$ cat config.mk
export PLATFORM = sky130hd
export DESIGN_NAME = evt_xbar
export DESIGN_NICKNAME = d
export VERILOG_FILES = /design/src/rtl/evx_pkg.sv /design/src/rtl/evx_regs.sv /design/src/rtl/evx_route.sv /design/src/rtl/evt_xbar.sv
export SDC_FILE = /design/constraint.sdc
export NUM_CORES = 1
export LEC_CHECK = 0
export BUFFER_PORTS_ARGS = -buffer_cell sky130_fd_sc_hd__buf_2
export CAP_MARGIN = 20
export CORE_MARGIN = 10
export CORE_UTILIZATION = 40
export DETAILED_ROUTE_END_ITERATION = 12
export PLACE_DENSITY = 0.52
export SLEW_MARGIN = 30
export SYNTH_ARGS = -nofsm -noshare
export SYNTH_HDL_FRONTEND = slang
export SYNTH_SLANG_ARGS = --single-unit
$ cat constraint.sdc
create_clock -name clk_i -period 9.2 [get_ports clk_i]
set_input_delay 2.76 -clock clk_i [delete_from_list [all_inputs] [get_ports clk_i]]
set_output_delay 2.76 -clock clk_i [all_outputs]
set_load 0.02 [all_outputs]
$ cat src/rtl/evx_pkg.sv
package evx_pkg;
  localparam int ADDR_W = 8;
  localparam int DW     = 32;
  localparam int SEL_W  = 8;

  localparam logic [ADDR_W-1:0] A_EN    = 8'h00;
  localparam logic [ADDR_W-1:0] A_SET   = 8'h01;
  localparam logic [ADDR_W-1:0] A_CLR   = 8'h02;
  localparam logic [ADDR_W-1:0] A_GMASK = 8'h08;
  localparam logic [ADDR_W-1:0] A_GEN   = 8'h10;
  localparam logic [ADDR_W-1:0] A_GDIS  = 8'h18;
  localparam logic [ADDR_W-1:0] A_ESEL  = 8'h20;
  localparam logic [ADDR_W-1:0] A_TSEL  = 8'h40;
  localparam logic [ADDR_W-1:0] A_FSEL  = 8'h60;

  function automatic logic [ADDR_W-1:0] aoff(logic [ADDR_W-1:0] base, int idx);
    return base + ADDR_W'(idx);
  endfunction
endpackage

$ cat src/rtl/evx_regs.sv
module evx_regs import evx_pkg::*; #(
  parameter int N_CH  = 8,
  parameter int N_GRP = 4
) (
  input  logic                          clk_i,
  input  logic                          rst_ni,
  input  logic                          we_i,
  input  logic [ADDR_W-1:0]             addr_i,
  input  logic [DW-1:0]                 wdata_i,
  output logic [DW-1:0]                 rdata_o,
  input  logic [N_GRP-1:0]              hw_gen_i,
  input  logic [N_GRP-1:0]              hw_gdis_i,
  output logic [N_CH-1:0]               en_o,
  output logic [N_CH-1:0][SEL_W-1:0]    esel_o,
  output logic [N_CH-1:0][SEL_W-1:0]    tsel_o,
  output logic [N_CH-1:0][SEL_W-1:0]    fsel_o,
  output logic [N_CH-1:0]               grp_set_o,
  output logic [N_CH-1:0]               grp_clr_o
);
  logic [N_CH-1:0]             en_q, en_d, wmask;
  logic [N_GRP-1:0][N_CH-1:0]  gmask_q;
  logic [N_CH-1:0][SEL_W-1:0]  esel_q, tsel_q, fsel_q;
  logic                        unused_wdata;

  assign wmask        = wdata_i[N_CH-1:0];
  assign unused_wdata = ^wdata_i;

  // group triggers act on the masks as they stand this cycle
  always_comb begin
    grp_set_o = '0;
    grp_clr_o = '0;
    for (int g = 0; g < N_GRP; g++) begin
      if (hw_gen_i[g] || (we_i && addr_i == aoff(A_GEN, g) && wdata_i[0]))
        grp_set_o = grp_set_o | gmask_q[g];
      if (hw_gdis_i[g] || (we_i && addr_i == aoff(A_GDIS, g) && wdata_i[0]))
        grp_clr_o = grp_clr_o | gmask_q[g];
    end
  end

  // register write first, group result on top, disable last
  always_comb begin
    en_d = en_q;
    if (we_i) begin
      if (addr_i == A_EN)  en_d = wmask;
      if (addr_i == A_SET) en_d = en_q | wmask;
      if (addr_i == A_CLR) en_d = en_q & ~wmask;
    end
    en_d = (en_d | grp_set_o) & ~grp_clr_o;
  end

  always_ff @(posedge clk_i or negedge rst_ni) begin
    if (!rst_ni) en_q <= '0;
    else         en_q <= en_d;
  end

  always_ff @(posedge clk_i or negedge rst_ni) begin
    if (!rst_ni) begin
      gmask_q <= '0;
    end else if (we_i) begin
      for (int g = 0; g < N_GRP; g++)
        if (addr_i == aoff(A_GMASK, g)) gmask_q[g] <= wmask;
    end
  end

  always_ff @(posedge clk_i or negedge rst_ni) begin
    if (!rst_ni) begin
      esel_q <= '1;
      tsel_q <= '1;
      fsel_q <= '1;
    end else if (we_i) begin
      for (int c = 0; c < N_CH; c++) begin
        if (addr_i == aoff(A_ESEL, c)) esel_q[c] <= wdata_i[SEL_W-1:0];
        if (addr_i == aoff(A_TSEL, c)) tsel_q[c] <= wdata_i[SEL_W-1:0];
        if (addr_i == aoff(A_FSEL, c)) fsel_q[c] <= wdata_i[SEL_W-1:0];
      end
    end
  end

  always_comb begin
    rdata_o = '0;
    if (addr_i == A_EN) rdata_o[N_CH-1:0] = en_q;
    for (int g = 0; g < N_GRP; g++)
      if (addr_i == aoff(A_GMASK, g)) rdata_o[N_CH-1:0] = gmask_q[g];
    for (int c = 0; c < N_CH; c++) begin
      if (addr_i == aoff(A_ESEL, c)) rdata_o[SEL_W-1:0] = esel_q[c];
      if (addr_i == aoff(A_TSEL, c)) rdata_o[SEL_W-1:0] = tsel_q[c];
      if (addr_i == aoff(A_FSEL, c)) rdata_o[SEL_W-1:0] = fsel_q[c];
    end
  end

  assign en_o   = en_q;
  assign esel_o = esel_q;
  assign tsel_o = tsel_q;
  assign fsel_o = fsel_q;
endmodule

$ cat src/rtl/evx_route.sv
module evx_route import evx_pkg::*; #(
  parameter int N_CH  = 8,
  parameter int N_EVT = 8,
  parameter int N_TGT = 16
) (
  input  logic [N_CH-1:0]             en_i,
  input  logic [N_EVT-1:0]            evt_i,
  input  logic [N_CH-1:0][SEL_W-1:0]  esel_i,
  input  logic [N_CH-1:0][SEL_W-1:0]  tsel_i,
  input  logic [N_CH-1:0][SEL_W-1:0]  fsel_i,
  output logic [N_TGT-1:0]            tgt_o
);
  logic [N_CH-1:0] fire;

  for (genvar c = 0; c < N_CH; c++) begin : g_fire
    logic hit;
    always_comb begin
      hit = 1'b0;
      for (int e = 0; e < N_EVT; e++)
        if (esel_i[c] == SEL_W'(e)) hit = evt_i[e];
    end
    assign fire[c] = en_i[c] & hit;
  end

  always_comb begin
    tgt_o = '0;
    for (int c = 0; c < N_CH; c++)
      for (int t = 0; t < N_TGT; t++)
        if (fire[c] && (tsel_i[c] == SEL_W'(t) || fsel_i[c] == SEL_W'(t)))
          tgt_o[t] = 1'b1;
  end
endmodule

$ cat src/rtl/evt_xbar.sv
module evt_xbar import evx_pkg::*; #(
  parameter int N_CH  = 8,
  parameter int N_EVT = 8,
  parameter int N_TSK = 8,
  parameter int N_GRP = 4
) (
  input  logic              clk_i,
  input  logic              rst_ni,
  input  logic              reg_we_i,
  input  logic [ADDR_W-1:0] reg_addr_i,
  input  logic [DW-1:0]     reg_wdata_i,
  output logic [DW-1:0]     reg_rdata_o,
  input  logic [N_EVT-1:0]  evt_i,
  output logic [N_TSK-1:0]  task_o
);
  localparam int N_TGT = N_TSK + 2 * N_GRP;

  logic [N_CH-1:0]            en_q, grp_set, grp_clr;
  logic [N_CH-1:0][SEL_W-1:0] esel, tsel, fsel;
  logic [N_TGT-1:0]           tgt;
  logic [N_GRP-1:0]           hw_gen, hw_gdis;
  logic [N_TSK-1:0]           task_q;

  for (genvar g = 0; g < N_GRP; g++) begin : g_grp
    assign hw_gen[g]  = tgt[N_TSK + 2*g];
    assign hw_gdis[g] = tgt[N_TSK + 2*g + 1];
  end

  evx_regs #(.N_CH(N_CH), .N_GRP(N_GRP)) i_regs (
    .clk_i     (clk_i),
    .rst_ni    (rst_ni),
    .we_i      (reg_we_i),
    .addr_i    (reg_addr_i),
    .wdata_i   (reg_wdata_i),
    .rdata_o   (reg_rdata_o),
    .hw_gen_i  (hw_gen),
    .hw_gdis_i (hw_gdis),
    .en_o      (en_q),
    .esel_o    (esel),
    .tsel_o    (tsel),
    .fsel_o    (fsel),
    .grp_set_o (grp_set),
    .grp_clr_o (grp_clr)
  );

  evx_route #(.N_CH(N_CH), .N_EVT(N_EVT), .N_TGT(N_TGT)) i_route (
    .en_i   (en_q),
    .evt_i  (evt_i),
    .esel_i (esel),
    .tsel_i (tsel),
    .fsel_i (fsel),
    .tgt_o  (tgt)
  );

  always_ff @(posedge clk_i or negedge rst_ni) begin
    if (!rst_ni) task_q <= '0;
    else         task_q <= tgt[N_TSK-1:0];
  end

  assign task_o = task_q;
endmodule

; ---- Word level (Yosys, flattened, before mapping)
; Index checks and enable logic that the tools add are counted.
; Widths: inputs -> output; s select.
[op_classes]
add_sub_neg = 0
multipliers = 0
div = 0
magnitude_cmp = 0
eq_ne = 334
shift = 0
muxes = 233
bitwise_logic = 20
n_reduce_logical = 333
[op_table]
columns = operator, count
row1 = $eq 8x4->1 const B, 132
row2 = $eq 8x3->1 const B, 96
row3 = $eq 8x2->1 const B, 49
row4 = $mux 8, 41
row5 = $eq 8x1->1 const B, 25
row6 = $logic_not 8->1, 25
row7 = $mux 1, 192
row8 = $logic_and 1x1->1, 144
row9 = $logic_or 1x1->1, 136
row10 = $eq 8x7->1 const B, 16
row11 = $eq 8x5->1 const B, 8
row12 = $eq 8x6->1 const B, 8
row13 = $or 8x8->8, 8
row14 = $reduce_and 2->1, 28
row15 = $and 8x8->8, 2
row16 = $not 8->8, 2
row17 = $and 1x1->1, 8
[totals]
ff_bits = 240
latch_bits = 0
ram_bits = 0
romBits = 0
inputBits = 51
memories = 0

; ---- Depth between registers and ports, before layout
; Gate-level depths: netlist of run 1.
[logic_depth]
ltp_word = 30
ltp_mapped = 11

; ---- Hierarchy
; From an unflattened synthesis of run 1, not the netlist that was laid out.
[unflattened]
hier_cells = 1663
area_unflattened_um2 = 16582.2
[modules_own_cells]
columns = module, instances, cells_each, area_each_um2
row1 = evx_regs, 1, 1018, 12047.8
row2 = evx_route, 1, 637, 4334.2
row3 = evt_xbar, 1, 8, 200.2

; ---- Least setup slack after synthesis of run 1
; Ideal clock, no wire load.
[synth_timing]
path_type = input-to-output
from = input port reg_addr_i[1]
to = output port reg_rdata_o[7]
arrival_time_ns = 4.990
setup_slack_ns = 1.450
path_stages = 10
n_path_buf = 2
cell_sequence = buf_2 -> or4b_2 -> buf_2 -> nor2_1 -> a32oi_1 -> o211ai_1 -> nor2_1 -> o21ai_1 -> a21oi_1 -> o32ai_1
[synth_between]
elab_chain_len = 30
word_cells_on_any_way = 58
[synth_lines]
columns = element, line_no
row1 = from (decl), evt_xbar.sv:10  ; input logic [ADDR_W-1:0] reg_addr_i,
row2 = $logic_not 8->1, evx_regs.sv:81  ; if (addr_i == A_EN) rdata_o[N_CH-1:0] = en_q;
row3 = $mux 8, evx_regs.sv:81
row4 = $mux 8 (4 in series), evx_regs.sv:83  ; if (addr_i == aoff(A_GMASK, g)) rdata_o[N_CH-1:0] = gmask_q[g];
row5 = $mux 8, evx_regs.sv:85  ; if (addr_i == aoff(A_ESEL, c)) rdata_o[SEL_W-1:0] = esel_q[c];
row6 = $mux 8, evx_regs.sv:86  ; if (addr_i == aoff(A_TSEL, c)) rdata_o[SEL_W-1:0] = tsel_q[c];
row7 = $mux 8, evx_regs.sv:87  ; if (addr_i == aoff(A_FSEL, c)) rdata_o[SEL_W-1:0] = fsel_q[c];
row8 = $mux 8, evx_regs.sv:85
row9 = $mux 8, evx_regs.sv:86
row10 = (+11 left out), n/a
row11 = $mux 8, evx_regs.sv:86
row12 = $mux 8, evx_regs.sv:87
row13 = $mux 8, evx_regs.sv:85
row14 = $mux 8, evx_regs.sv:86
row15 = $mux 8, evx_regs.sv:87
row16 = $mux 8, evx_regs.sv:85
row17 = $mux 8, evx_regs.sv:86
row18 = $mux 8 (*), evx_regs.sv:87
row19 = to (decl), evt_xbar.sv:12  ; output logic [DW-1:0] reg_rdata_o,
; Mark *: on every way between the ends. The rest lies on a longest branch, timed or not.

; ---- Worst setup path in the final report of run 1
[layout_timing]
from = input port reg_addr_i[5]
to = output port reg_rdata_o[0]
; Same word-level chain as after synthesis.

==> impl_metrics.yaml, run 1 <==
run_status:
  status: "finished clean"
final_layout:
  layout.nets: 1696
  diodes: 0
  fin_cells: 2192
  drive_gt1_share_pct: 37.3
  area_growth_pct: 11.0
sta:
  setup_violations: 0
  min_period_ns: 8.61
  tightest_slew_ns: 0.998
  setup_tns_ns: 0
  max_freq_mhz: 116
  hold_viol_final: 0
  hold_ws_ns: 0.511
  maxSlewHeadroom_pct: 33.0
  fin_crit_sh_pct: 93.5
  clock_skew_ns: 0.0132
  slew_viol_final: 0
  rsz0062_at_grt: "no"
synthesis:
  synthAdderAreaFrac_pct: 0
  synth_xor_area_share_pct: 0
  synth_flop_cell: "dfstp_2"
  synthArstFlopShare_pct: 100
  yosys.area.top_type: "dfstp_2"
  synthMuxAreaShare_pct: 18.2
  ys_seq_area_share_pct: 38.8
  synth_top_family_by_area: "compound AO/OA/AOI/OAI gates"
  synth_top_area_share_pct: 31.3
  ys_ff_latch: 240
  synth_compound_area_share_pct: 20.6
  yosysWarnings: 0
  synth_edf_count: 0
  ys_types: 91
  synthCells: 1636
  synth-simple-area-share_pct: 17.9
  synth_area_sq_um: 16100
  avgSynthCellArea_sq_um: 9.85
  synthTopCellsByArea: "dfstp_2 (31%), mux2_2 (17%), dfrtp_1 (7.5%)"
pwr:
  pwr-share-clk_pct: 44.1
  peakVddDrop_mv: 0.173
  power_density_nw_per_um2: 168
  comb_power_share_pct: 15.0
  finalPower_mw: 3.01
  seq_power_share_pct: 40.9
  swShare_pct: 29.2
  p_int_mw: 2.13
  p_sw_uw: 879
  p_leak_nw: 6.80
global_routing:
  grt_max_degree: 122
  grt_pass1_wl_mm: 97.9
  track_usage_pct: 26.9
  grt_pass1_vias: 14000
  grt_overflow_total: 0
  antenna_found_initial: 2
job:
  maxCapViolations: 0
cts:
  cts_hold_buf: 0
  ctsResizeCount: 0
  cts_tree: "yes"
  cts_buffers: 29
  numClockSinks: 240
  htree_levels: 1
  root_buffer: "clkbuf_16"
  path_clk_slew_ns: 0.06
  clock_latency_ns: 0.58
  postCtsSetupBuffers: 0
  clockBufferDepth: 3
routing:
  vias: 14900
  drc: 0
  drt_wl_total_mm: 66.8
  final_antenna_net_count: 0
  wl_per_cell_um: 30.5
  drt_iter0_drc: 1984
  avgViaCountPerCell: 6.80
  dr.pass1.iters: 7
place:
  dp_cells: 2138
  port_buffers: 42
  gp_congestion: 1.03
  hpwl_mm: 49.6
critical_path:
  path_max_fanout: 15
  worstSetupStartpointType: "input pin"
  crit_arrival_ns: 5.85
  crit_path_end_kind: "output port"
  crit_type: "input pin to output port"
  cp.required_ns: 6.44
floorplan:
  ioPinCount: 91
  rows: 73
  die_area_sq_um: 48700
  die_h_um: 221
  chipWidth_um: 221
  core-area_sq_um: 39800
  initial_core_util_pct: 40.5
worst_hold_path:
  min_path_type: "register to register"
==> layer usage <==
metal	GRT usage (%)	up-vias	wire, um
met5	0	-	0
met4	8.23	0	2100
met3	6.20	112	7170
met2	38.3	841	27600
met1	39.6	7571	29900
li1	-	6383	-
==> worst max-delay path, stage by stage <==
cell and delay (ns):
buf_2 0.29, or4b_2 0.87, nor3_1 0.70, nor2_1 0.16
a41oi_1 0.35, o31ai_1 0.23, a21oi_1 0.26, buf_2 0.21
==> layout make-up <==
type                            instances  area [sq um]
Inverter                               25          93.8
Clock inverter                         13           231
Fill cell                            3861         21900
Timing Repair Buffer                   76           495
Tap cell                              525           657
Clock buffer                           40           890
Multi-Input combinational cell       1273          9280
Sequential cell                       240          6250
==> cells in the mapped netlist (27+ instances only) <==
cell / number
a21oi_1: 42
a221oi_1: 27
a22oi_1: 57
clkbuf_1: 62
dfrtp_1: 48
dfstp_2: 192
mux2_2: 241
nand2_1: 134
nand2b_1: 39
nand3_1: 44
nand4_1: 27
nor2_1: 94
nor3_1: 33
nor4_1: 43
o21ai_0: 58
o22ai_1: 94
==> power by group through the flow <==
stage               registers [mW]  clock network (mW)  logic, mW
floorplan                     1.20                   0      0.292
global placement              1.24                   0      0.434
global route                  1.24                1.39      0.479
detailed placement            1.24                   0      0.438
CTS                           1.22                1.35      0.440
finish                        1.23                1.33      0.452
==> cells in the final DEF (no fill, tap or decap), types with 18 or more instances in the layout <==
cell type,instances
a21oi_1,42
a221oi_1,27
a222oi_1,18
a22oi_1,57
buf_2,41
buf_4,33
clkbuf_16,31
conb_1,24
dfrtp_1,48
dfstp_2,192
inv_1,25
mux2_2,241
nand2_1,134
nand2b_1,39
nand3_1,44
nand3b_1,20
nand4_1,27
nor2_1,94
nor3_1,33
nor4_1,40
o21ai_0,58
o22ai_1,94
o32ai_1,20
==> worst paths after layout <==
| check | startpoint | end | slack (ns) | cells after the start |
|---|---|---|---|---|
| max | reg_addr_i[5] | reg_rdata_o[0] | 0.59 | 8 |
| max in group asynchronous | rst_ni | i_regs.gmask_q[10]$_DFFE_PN0P_ | 5.94 | 2 |
| min in group asynchronous | rst_ni | i_regs.esel_o[44]$_DFFE_PN1P_ | 2.36 | 1 |
| min reg2reg | i_regs.gmask_q[5]$_DFFE_PN0P_ | i_regs.gmask_q[5]$_DFFE_PN0P_ | 0.51 | 1 |
| min | i_regs.gmask_q[5]$_DFFE_PN0P_ | i_regs.gmask_q[5]$_DFFE_PN0P_ | 0.51 | 1 |
| max reg2reg | i_regs.en_o[5]$_DFF_PN0_ | i_regs.en_o[0]$_DFF_PN0_ | 5.15 | 8 |
==> cells by family (layout without fill, tap and decap cells) <==
group | count (synthesis) | count (layout)
AOI/OAI and AO/OA | 452 | 452
buffers and inverters | 146 | 154
DFF | 240 | 240
muxes | 258 | 258
other | 1 | 24
and+or+nand+nor | 539 | 539
==> through the flow <==
stage / setup WS [ns] / area [sq um] / utilization, %
after floorplan: 1.45 / 16200 / -
after global placement: 0.802 / 16700 / 42.0
after detailed placement: 0.759 / 16700 / 42.0
after CTS: 0.738 / 17900 / 44.8
after global routing: 0.629 / 17900 / 44.9
final: 0.594 / 17900 / 44.9
==> flip-flops by register name, indices dropped and copies added (netlist names) <==
register	count
i_regs.en_o	8
i_regs.gmask_q	32
task_o	8
i_regs.tsel_o	64
i_regs.fsel_o	64
i_regs.esel_o	64
Power figures use the tool's default switching activity.
==> run 2, diff against run 1 <==
==> constraint.sdc (replaced) <==
create_clock -name clk_i -period 9.05 [get_ports clk_i]
set_input_delay 2.715 -clock clk_i [delete_from_list [all_inputs] [get_ports clk_i]]
set_output_delay 2.715 -clock clk_i [all_outputs]
set_load 0.02 [all_outputs]
==> impl_metrics.yaml, run 2 (same netlist as run 1, synthesis figures left out) <==
sta:
  slew_viol_final: 0
  timing.final.ws_setup_ns: 0.472
  clock_skew_ns: 0.0143
  hold_viol_final: 0
  max_freq_mhz: 117
  rsz0062_at_grt: "no"
  maxSlewHeadroom_pct: 27.1
  tightest_slew_ns: 1.08
  min_period_ns: 8.58
  setup_violations: 0
  setup_tns_ns: 0
  fin_crit_sh_pct: 94.8
critical_path:
  worstSetupStartpointType: "input pin"
  crit_slowest_cell: "nand3_1"
  crit_path_end_kind: "output port"
  reg2reg_depth: 8
  cp_slowest_stage_delay_ns: 0.68
  path_max_fanout: 15
  rr_endpoint: "i_regs.en_o[7]$_DFF_PN0_"
  r2r_slack_ns: 5.12
  crit_start: "reg_addr_i[4]"
  cp_cell_sequence: "buf_2 > nor2_1 > nand3_1 > nor2_1 > nor2_1 > o21ai_0 > a21oi_1 > o21ai_0 > o211ai_1 > buf_2"
  crit_path_end: "reg_rdata_o[4]"
  crit_arrival_ns: 5.86
  crit_type: "input pin to output port"
  cp.required_ns: 6.34
  crit_top_cell: "nor2_1"
  r2r_start: "i_regs.en_o[5]$_DFF_PN0_"
place:
  dp_slack_ns: 0.589
  port_buffers: 42
  hpwl_mm: 50.2
  dpl-instance-area_sq_um: 16800
  gp_congestion: 1.00
floorplan:
  initial_core_util_pct: 40.5
  chipWidth_um: 221
  die_area_sq_um: 48700
  die_h_um: 221
  rows: 73
  core-area_sq_um: 39800
  ioPinCount: 91
global_routing:
  grtUsageMet1_pct: 39.8
  grt_overflow_total: 0
  antenna_found_initial: 1
  track_usage_pct: 27.1
  busiest_layer: "met1"
  met3_usage_pct: 7.07
  grt_max_degree: 131
  grt_pass1_vias: 14100
  grt_pass1_wl_mm: 98.4
  grtUsageMet2_pct: 38.0
cts:
  ctsResizeCount: 0
  clock_latency_ns: 0.58
  cts_buffers: 29
  numClockSinks: 240
  path_clk_slew_ns: 0.06
  root_buffer: "clkbuf_16"
  postCtsSetupBuffers: 0
  htree_levels: 1
  cts_hold_buf: 0
  clockBufferDepth: 3
  cts_tree: "yes"
routing:
  dr.pass1.iters: 10
  drt_wl_total_mm: 67.4
  avgViaCountPerCell: 6.81
  vias: 14900
  final_antenna_net_count: 0
  wl_per_cell_um: 30.7
  drt_iter0_drc: 1982
  drc: 0
final_layout:
  postLayoutCellArea_sq_um: 17800
  final_util_pct: 44.6
  diodes: 0
  drive_gt1_share_pct: 37.3
  layout.nets: 1697
  final_common_cell: "mux2_2"
  layout_common_cells: "mux2_2 (241), dfstp_2 (192), nand2_1 (134)"
  area_growth_pct: 10.2
worst_hold_path:
  min_path_type: "register to register"
run_status:
  status: "finished clean"
pwr:
  peakVddDrop_mv: 0.134
  power_density_nw_per_um2: 165
  p_leak_nw: 6.76
job:
  maxCapViolations: 0
-- run 2: cell count changes in the layout (fill, tap and decap cells not counted), sizes merged --
cell / change
clkinv: +7
bufinv: -5
buf: +1
clkinvlp: -1
inv: +1
clkbuf: -1
-- run 2: how the worst min path moves through the flow --
stage	end	slack (ns)	start	cells after the start
2_1_floorplan	i_regs.en_o[5]$_DFF_PN0_	0.46	i_regs.gmask_q[29]$_DFFE_PN0P_	1
3_3_place_gp	i_regs.gmask_q[5]$_DFFE_PN0P_	0.49	i_regs.gmask_q[5]$_DFFE_PN0P_	1
3_5_place_dp	i_regs.gmask_q[5]$_DFFE_PN0P_	0.50	i_regs.gmask_q[5]$_DFFE_PN0P_	1
4_1_cts	i_regs.gmask_q[5]$_DFFE_PN0P_	0.51	i_regs.gmask_q[5]$_DFFE_PN0P_	1
5_1_grt	i_regs.gmask_q[7]$_DFFE_PN0P_	0.53	i_regs.gmask_q[7]$_DFFE_PN0P_	1
6_report	i_regs.gmask_q[5]$_DFFE_PN0P_	0.51	i_regs.gmask_q[5]$_DFFE_PN0P_	1
-- run 2: critical path, delay by kind of cell --
kind / cells / cell delay, ns
compound gates: 4 / 0.99
simple gates: 4 / 1.77
buf+inv: 2 / 0.36
-- run 2: cell type report --
type	instances	area, sq um
Sequential cell	240	6250
Tap cell	525	657
Multi-Input combinational cell	1273	9270
Clock inverter	15	124
Inverter	25	93.8
Fill cell	3940	22100
Clock buffer	39	876
Timing Repair Buffer	77	495
-- run 2: through the flow --
| stage | hold slack, ns | total power, mW | cells |
|---|---|---|---|
| detailed placement | 0.498 | 1.71 | 2140 |
| floorplan | 0.463 | 1.51 | 1659 |
| global placement | 0.493 | 1.70 | 2140 |
| CTS | 0.513 | 2.93 | 2194 |
| finish | 0.513 | 2.92 | 2194 |
| global route | 0.532 | 3.02 | 2194 |
-- run 2: metal layers --
layer | wire length [um] | up-vias | share of wire, %
met2 | 27800 | 846 | 41
met1 | 30200 | 7535 | 45
met3 | 7120 | 139 | 11
met4 | 2260 | 0 | 3.3
met5 | 0 | - | 0
li1 | - | 6413 | -
-- run 2: where the power goes --
part	internal [mW]	switching [mW]	leakage, nW
Clock	0.709	0.498	0.497
Sequential	1.16	0.0908	2.60
Combinational	0.149	0.312	3.66
Total	2.02	0.901	6.76
